## config.mk

```make
export PLATFORM = sky130hd
export DESIGN_NAME = rtcx_ctrl
export DESIGN_NICKNAME = d
export VERILOG_FILES = /design/src/rtl/rtcx_pkg.sv /design/src/rtl/rtcx_fall_detect.sv /design/src/rtl/rtcx_event_flag.sv /design/src/rtl/rtcx_upd_window.sv /design/src/rtl/rtcx_ctrl.sv
export SDC_FILE = /design/constraint.sdc
export NUM_CORES = 1
export LEC_CHECK = 0
export BUFFER_PORTS_ARGS = -buffer_cell sky130_fd_sc_hd__buf_4
export CAP_MARGIN = 15
export CORE_MARGIN = 2
export CORE_UTILIZATION = 53
export DETAILED_ROUTE_END_ITERATION = 8
export PLACE_DENSITY = 0.78
export SYNTH_ARGS = -nofsm -noshare
export SYNTH_HDL_FRONTEND = slang
export SYNTH_SLANG_ARGS = --single-unit
```

## constraint.sdc

```tcl
create_clock -name clk -period 3.1 [get_ports clk]
set_input_delay 0.31 -clock clk [delete_from_list [all_inputs] [get_ports clk]]
set_output_delay 0.31 -clock clk [all_outputs]
set_load 0.1 [all_outputs]
```

## src/rtl/rtcx_pkg.sv

```systemverilog
package rtcx_pkg;
   localparam int unsigned CTL_W     = 8;
   localparam int unsigned NUM_FLAGS = 3;

   localparam int unsigned B_CELL  = 7;
   localparam int unsigned B_BUSY  = 6;
   localparam int unsigned B_BURST = 5;
   localparam int unsigned B_SPARE = 4;
   localparam int unsigned B_PWR   = 3;
   localparam int unsigned B_RCLR  = 2;
   localparam int unsigned B_WAKE  = 1;
   localparam int unsigned B_KICK  = 0;

   typedef enum logic [1:0] {
      FLG_KICK = 2'd0,
      FLG_WAKE = 2'd1,
      FLG_RCLR = 2'd2
   } flag_idx_e;

   typedef struct packed {
      logic burst;
      logic spare;
      logic pwr_rel;
   } ctl_bits_t;

   localparam ctl_bits_t CTL_RESET = '{burst: 1'b0, spare: 1'b0, pwr_rel: 1'b1};
endpackage

```

## src/rtl/rtcx_fall_detect.sv

```systemverilog
module rtcx_fall_detect #(
   parameter int unsigned STAGES = 2
) (
   input  logic clk,
   input  logic rst_n,
   input  logic din,
   input  logic enable,
   output logic fall
);
   logic cur;
   logic prev_q;

   generate
      if (STAGES == 0) begin : g_direct
         assign cur = din;
      end else begin : g_sync
         logic [STAGES-1:0] chain_q;
         always_ff @(posedge clk or negedge rst_n) begin
            if (!rst_n) chain_q <= '1;
            else        chain_q <= {chain_q[STAGES-2:0], din};
         end
         assign cur = chain_q[STAGES-1];
      end
   endgenerate

   always_ff @(posedge clk or negedge rst_n) begin
      if (!rst_n) prev_q <= 1'b1;
      else        prev_q <= cur;
   end

   assign fall = enable & prev_q & ~cur;
endmodule

```

## src/rtl/rtcx_event_flag.sv

```systemverilog
module rtcx_event_flag (
   input  logic clk,
   input  logic rst_n,
   input  logic hw_set,
   input  logic sw_wr,
   input  logic sw_val,
   output logic q
);
   logic q_nxt;

   always_comb begin
      q_nxt = q;
      if (sw_wr)  q_nxt = sw_val;
      if (hw_set) q_nxt = 1'b1;
   end

   always_ff @(posedge clk or negedge rst_n) begin
      if (!rst_n) q <= 1'b0;
      else        q <= q_nxt;
   end
endmodule

```

## src/rtl/rtcx_upd_window.sv

```systemverilog
module rtcx_upd_window #(
   parameter int unsigned PERIOD_TICKS = 32768,
   parameter int unsigned LEAD_TICKS   = 4,
   parameter int unsigned UPD_TICKS    = 2
) (
   input  logic clk,
   input  logic rst_n,
   input  logic tick,
   output logic busy,
   output logic upd_start
);
   localparam int unsigned CW = (PERIOD_TICKS > 1) ? $clog2(PERIOD_TICKS) : 1;
   localparam logic [CW-1:0] LAST    = CW'(PERIOD_TICKS - 1);
   localparam logic [CW-1:0] LEAD_AT = CW'(PERIOD_TICKS - LEAD_TICKS);
   localparam logic [CW-1:0] UPD_END = CW'(UPD_TICKS);

   logic [CW-1:0] cnt_q;
   logic [CW-1:0] cnt_nxt;
   logic          wrap;

   assign wrap = tick && (cnt_q == LAST);

   always_comb begin
      cnt_nxt = cnt_q;
      if (tick) cnt_nxt = wrap ? '0 : cnt_q + CW'(1);
   end

   always_ff @(posedge clk or negedge rst_n) begin
      if (!rst_n) begin
         cnt_q     <= UPD_END;
         busy      <= 1'b0;
         upd_start <= 1'b0;
      end else begin
         cnt_q     <= cnt_nxt;
         busy      <= (cnt_nxt >= LEAD_AT) || (cnt_nxt < UPD_END);
         upd_start <= wrap;
      end
   end
endmodule

```

## src/rtl/rtcx_ctrl.sv

```systemverilog
module rtcx_ctrl #(
   parameter int unsigned PERIOD_TICKS = 32768,
   parameter int unsigned LEAD_TICKS   = 4,
   parameter int unsigned UPD_TICKS    = 2,
   parameter int unsigned SYNC_STAGES  = 2
) (
   input  logic       clk,
   input  logic       rst_n,
   input  logic       reg_sel,
   input  logic       reg_wr,
   input  logic [7:0] reg_wdata,
   output logic [7:0] reg_rdata,
   input  logic       cell_ok,
   input  logic       tick,
   input  logic       wake_evt,
   input  logic       kick_evt,
   input  logic       ramclr_n,
   input  logic       ramclr_en,
   input  logic       wake_ie,
   input  logic       kick_ie,
   input  logic       rclr_ie,
   output logic       burst_en,
   output logic       pwr_oe,
   output logic       irq,
   output logic       upd_start
);
   import rtcx_pkg::*;

   generate
      if (LEAD_TICKS < 1 || UPD_TICKS < 1) begin : g_bad_window
         $error("rtcx_ctrl: lead and update lengths must be at least one tick");
      end
      if (LEAD_TICKS + UPD_TICKS >= PERIOD_TICKS) begin : g_bad_period
         $error("rtcx_ctrl: busy window must be shorter than the update period");
      end
      if (SYNC_STAGES == 1) begin : g_bad_sync
         $error("rtcx_ctrl: synchronizer needs 0 or at least 2 stages");
      end
   endgenerate

   logic                 wr_hit;
   logic                 rclr_fall;
   logic                 busy;
   logic                 auto_rel;
   logic [NUM_FLAGS-1:0] flags;
   logic [NUM_FLAGS-1:0] hw_set;
   logic [NUM_FLAGS-1:0] ie_vec;
   ctl_bits_t            ctl_q;
   ctl_bits_t            ctl_nxt;

   assign wr_hit = reg_sel & reg_wr;

   rtcx_fall_detect #(.STAGES(SYNC_STAGES)) u_rclr (
      .clk    (clk),
      .rst_n  (rst_n),
      .din    (ramclr_n),
      .enable (ramclr_en),
      .fall   (rclr_fall)
   );

   rtcx_upd_window #(
      .PERIOD_TICKS (PERIOD_TICKS),
      .LEAD_TICKS   (LEAD_TICKS),
      .UPD_TICKS    (UPD_TICKS)
   ) u_win (
      .clk       (clk),
      .rst_n     (rst_n),
      .tick      (tick),
      .busy      (busy),
      .upd_start (upd_start)
   );

   assign hw_set[FLG_KICK] = kick_evt;
   assign hw_set[FLG_WAKE] = wake_evt;
   assign hw_set[FLG_RCLR] = rclr_fall;
   assign ie_vec[FLG_KICK] = kick_ie;
   assign ie_vec[FLG_WAKE] = wake_ie;
   assign ie_vec[FLG_RCLR] = rclr_ie;

   generate
      for (genvar i = 0; i < NUM_FLAGS; i++) begin : g_flag
         rtcx_event_flag u_flag (
            .clk    (clk),
            .rst_n  (rst_n),
            .hw_set (hw_set[i]),
            .sw_wr  (wr_hit),
            .sw_val (reg_wdata[i]),
            .q      (flags[i])
         );
      end
   endgenerate

   assign auto_rel = (flags[FLG_WAKE] & wake_ie) | (flags[FLG_KICK] & kick_ie);

   always_comb begin
      ctl_nxt = ctl_q;
      if (wr_hit) begin
         ctl_nxt.burst   = reg_wdata[B_BURST];
         ctl_nxt.spare   = reg_wdata[B_SPARE];
         ctl_nxt.pwr_rel = reg_wdata[B_PWR];
      end
      if (auto_rel) ctl_nxt.pwr_rel = 1'b0;
   end

   always_ff @(posedge clk or negedge rst_n) begin
      if (!rst_n) begin
         ctl_q <= CTL_RESET;
         irq   <= 1'b0;
      end else begin
         ctl_q <= ctl_nxt;
         irq   <= |(flags & ie_vec);
      end
   end

   always_comb begin
      reg_rdata = '0;
      if (reg_sel) begin
         reg_rdata[B_CELL]  = cell_ok;
         reg_rdata[B_BUSY]  = busy;
         reg_rdata[B_BURST] = ctl_q.burst;
         reg_rdata[B_SPARE] = ctl_q.spare;
         reg_rdata[B_PWR]   = ctl_q.pwr_rel;
         reg_rdata[B_RCLR]  = flags[FLG_RCLR];
         reg_rdata[B_WAKE]  = flags[FLG_WAKE];
         reg_rdata[B_KICK]  = flags[FLG_KICK];
      end
   end

   assign burst_en = ctl_q.burst;
   assign pwr_oe   = ~ctl_q.pwr_rel;
endmodule

```

Word-level counts from Yosys, hierarchy flattened
Index checks and enable logic that the tools add are counted.

Input bits: 21. Output and inout port bits: 12. Register bits: 27. Logic and storage cells: 43.

Order comparisons: 2. Reduce and logical (&&, ||, !) cells: 7. Multiplexer cells: 11. Equality and inequality tests: 1. $add $sub $neg: 1. Bitwise gates (word level): 9.

Operators with widths (number): $mux W15 (2); $add A15 B1 Y15 const B (1); $eq A15 B15 Y1 const B (1); $ge A15 B15 Y1 const B (1); $lt A15 B2 Y1 const B (1); $mux W1 (8); $mux W8 (1); $reduce_bool A2 Y1 (4); $and A1 B1 Y1 (5); $and A3 B3 Y3 (1); $reduce_or A3 Y1 (1); $not A1 Y1 (2); $logic_and A1 B1 Y1 (1); $logic_or A1 B1 Y1 (1); $or A1 B1 Y1 (1).

Longest topological paths before layout
Word-level depth: 6. Depth in mapped cells: 8. Gate-level depth less buffers: 7.

Modules after synthesis
Synthesis repeated with hierarchy kept, for this count alone.

Cells, all modules: 166. Area total of the unflattened synthesis: 1655.3 sq um.

By module, submodules not included: rtcx_upd_window (area an instance 1203.7 sq um, instances 1, cells an instance 130); rtcx_ctrl (area an instance 244.0 sq um, instances 1, cells an instance 23); rtcx_event_flag (area an instance 40.0 sq um, instances 3, cells an instance 3); rtcx_fall_detect (area an instance 87.6 sq um, instances 1, cells an instance 4).

Worst setup path before layout
No wires, ideal clock.

Path type: register to register. Start point: register u_win.cnt_q[1]. End point: register u_win.busy. Path buffers: 0. Arrival: 2337 ps. Data required time: 2990 ps. Path slack: 653 ps. Stages on the path, launching flop included: 8. Setup time: 110 ps. Path through: dfstp_2 ha_1 nand3_2 nor4_2 o211ai_2 or4_1 or4_1 o41ai_1.

Cells in the longest elaborated chain, start to end: 6.

Ends and longest elaborated chain: start: declaration (RTL line rtcx_upd_window.sv:17) `logic [CW-1:0] cnt_q;`; start signal: assignment (RTL line rtcx_upd_window.sv:34) `cnt_q <= cnt_nxt;`; parallel branches: the longest is 2 deep, another holds $add A15 B1 Y15; $mux W15 (*) (2 in a row) (RTL line rtcx_upd_window.sv:25) `if (tick) cnt_nxt = wrap ? '0 : cnt_q + CW'(1);`; via u_win.cnt_nxt[7] (RTL line rtcx_upd_window.sv:18) `logic [CW-1:0] cnt_nxt;`; $ge A15 B15 Y1 / $lt A15 B2 Y1 (equally long branches) (RTL line rtcx_upd_window.sv:35) `busy <= (cnt_nxt >= LEAD_AT) || (cnt_nxt < UPD_END);`; $logic_or A1 B1 Y1 (*) (RTL line rtcx_upd_window.sv:35); end signal: assignment (RTL line rtcx_upd_window.sv:35); end: declaration (RTL line rtcx_upd_window.sv:9) `output logic busy,`.

Mark *: on every way through the listed nets, which the timed path passes. A chain may end at the register's enable or synchronous reset.

Worst setup path in the final report
Ends and elaborated chain as after synthesis.

==> run metrics <==
outcome finished clean; pin count of the biggest net entering global routing 28; Fin Setup TNS 0 ps; drt drc 0; fill count 228; cell taking the most area after synthesis dfrtp_1; Synth top cells by count dfrtp_1, nand2_1, xnor2_1; Slew HR 75.9%; H-tree levels 1; Switching Fraction just under 40%; Synth-to-Final Area Change 17.3%; post-cts resize count 0; power per cell area just over 500 nW/µm²; Worst Setup SP u_win.cnt_q[1]; area of the mapped netlist between 1000 and 1500 µm²; I/O pins 33; initial antenna violation count 0; main flop type after synthesis dfrtp_1; final setup fails 0; Yosys warnings 0; Fmax achieved between 300 and 400 MHz; max cap viols 0; HP Start ramclr_n; Clk pwr share 16.8%; Initial Util a little under three fifths; RR Startpoint u_win.cnt_q[1]; number of synthesized flops with an enable pin 0; Synth Net Count 164; die area ~3300 µm²; per-cell routed wire length 14.4 µm; antenna-violating nets left 0; DP HPWL 2230 µm; Cell Int Power between 0.5 and 0.6 mW; Area contributors post-synth dfrtp_1, dfstp_2, xnor2_1; row count 19; P_leak 0.766 nW; sequential power share a little over half; vias in the first global route 1162; syn avg cell area 10.5 µm²; core footprint 2710 µm²; GPL Wtd Cong 0.850; Max rail drop VDD a little under 0.4 mV; Slew Limit Fails 0; first-pass GRT wire length approximately 5000 µm; proportion of synthesized area in mux cells 2.85%; Distinct cells, synth 42; total global routing overflow 0; clk root buf clkbuf_4; final clock skew 4.90 ps; routed wire length 2940 µm; critical path type reg2reg; fin crit share 87.8%; post-synth top area share 36.9%; WP data required 3310 ps; worst-margin pin slew 362 ps; Hold WC Path Type in2reg; share of cells above drive strength 1 around 31%; die width 57.0 µm; Inst Count DP 199; Via density 5.71; simple-gate share of the synthesized area 28.7%; Yosys reg bits 27; DRT iter0 DRCs 55; Worst Path Max Fanout 7; compound-gate portion of the synthesized area a little under a tenth; CTS tree yes; Setup Fix Bufs, Post-CTS 0; n_diodes 0; worst skew pair latency 330 ps; crit path time final 2720 ps; XOR/XNOR Fraction of Synth Area 7.63%; main combinational cell family by area after synthesis simple AND/OR/NAND/NOR gates; RSZ-0062 raised after global routing no; synthesized-area fraction occupied by adder cells 0.839%; utilization after layout 64.5%; CP Capture Type flip-flop; Fin. Hold Viols 0; clock transition at the registers of the reported paths around 140 ps; DR pass1 iterations 4; Critical Path Source Type flip-flop; Combinational Power Share 29.9%; fin nets 196; Mapped Cells 142; post-route insts no fill 204; Seq/Total Area, Yosys 45.7%; Clock Path Buffers 2; CTS Buf Count 3; arrival time at the worst endpoint 2930 ps; Tot GR Track Use 19.9%; CTS sink cnt 27; port bufs 30; ys async rst share 100%; Vias ~1200; most frequent cell after synthesis dfrtp_1; NetSw 0.349 mW; die height between 50 and 60 µm
==> state kept, by name (all words and copies together), names as in the netlist <==
signal	count
irq	1
ctl_q	2
u_rclr.prev_q	1
burst_en	1
g_flag.u_flag.q	3
u_win.busy	1
u_win.upd_start	1
u_rclr.g_sync.chain_q	2
u_win.cnt_q	15
==> worst paths after layout <==
| kind | endpoint | slack [ps] | cells past startpoint |
|---|---|---|---|
| max reg2reg | u_win.busy | 380 | 7 |
| min | u_rclr.g_sync.chain_q[0] | 70 | 1 |
| min in group asynchronous | u_win.cnt_q[13] | 410 | 2 |
| max | u_win.busy | 380 | 7 |
| max in group asynchronous | u_rclr.g_sync.chain_q[0] | 2390 | 2 |
| min reg2reg | u_rclr.g_sync.chain_q[1] | 370 | 0 |
==> layout make-up <==
class / count / area (µm²) / area share, %
clock buffers: 3 / 22.5 / 1.29
clock inverters: 1 / 5.00 / 0.286
multi-input cells: 104 / 736 / 42.1
repair buffers: 32 / 243 / 13.9
well taps: 31 / 38.8 / 2.22
flip-flops and latches: 27 / 682 / 39.0
inverters: 6 / 22.5 / 1.29
==> worst max-delay path, stage by stage (launching register included) <==
cell      delay, ps
dfstp_2         590
ha_1            250
nand3_2         220
nor4_2          380
o211ai_2        160
or4_1           510
or4_1           400
o41ai_1          90
==> cells in the final DEF (no fill, tap or decap), types with 3 or more instances in the layout <==
cell | synthesis | layout
xnor2_1 | 9 | 9
o21ai_0 | 4 | 4
buf_4 | 0 | 31
a21oi_1 | 3 | 3
nand2_1 | 15 | 15
nor4_1 | 3 | 3
dfstp_2 | 5 | 5
and2_1 | 8 | 8
nor3_1 | 5 | 5
nor2_1 | 7 | 7
clkbuf_4 | 0 | 3
inv_1 | 6 | 6
xor2_1 | 4 | 4
nand3_1 | 6 | 6
dfrtp_1 | 22 | 22
nand4_1 | 5 | 5
==> per-layer routing <==
| layer | up-vias | share of wire, % | GRT usage (%) |
|---|---|---|---|
| met5 | - | 0 | 0 |
| met4 | 0 | 2.3 | 9.97 |
| met3 | 9 | 5.1 | 3.63 |
| met2 | 35 | 48 | 33.2 |
| met1 | 547 | 44 | 24.8 |
| li1 | 573 | - | - |
==> through the flow <==
stage | area (µm²) | setup slack, ps | power [mW] | hold WS [ps]
floorplan | 1490 | 653 | 0.705 | 14.4
global placement | 1710 | 470 | 0.741 | 238
detailed placement | 1710 | 419 | 0.750 | 243
CTS | 1750 | 391 | 0.899 | 68.1
global route | 1750 | 240 | 0.952 | 39.3
finish | 1750 | 379 | 0.895 | 74.8
==> power by group through the flow <==
| stage | registers (mW) | logic [mW] | clock network [mW] |
|---|---|---|---|
| 2_1_floorplan | 0.470 | 0.235 | 0 |
| 3_3_place_gp | 0.478 | 0.262 | 0 |
| 3_5_place_dp | 0.482 | 0.269 | 0 |
| 4_1_cts | 0.475 | 0.270 | 0.154 |
| 5_1_grt | 0.487 | 0.291 | 0.174 |
| 6_report | 0.477 | 0.268 | 0.150 |
==> cells by family (layout without fill, tap and decap cells) <==
family / count (synthesis) / after routing
fa+ha+maj: 1 / 1
simple gates: 67 / 67
buf+inv: 11 / 42
mux: 4 / 4
xor+xnor: 13 / 13
flops: 27 / 27
compound gates: 19 / 19
==> repair_timing <==
item	4_1_cts	5_1_grt
hold endpoints to repair	22	0
hold buffers	1	0
setup endpoints to repair	0	0
Note: power is estimated with default switching activity, not from simulation.
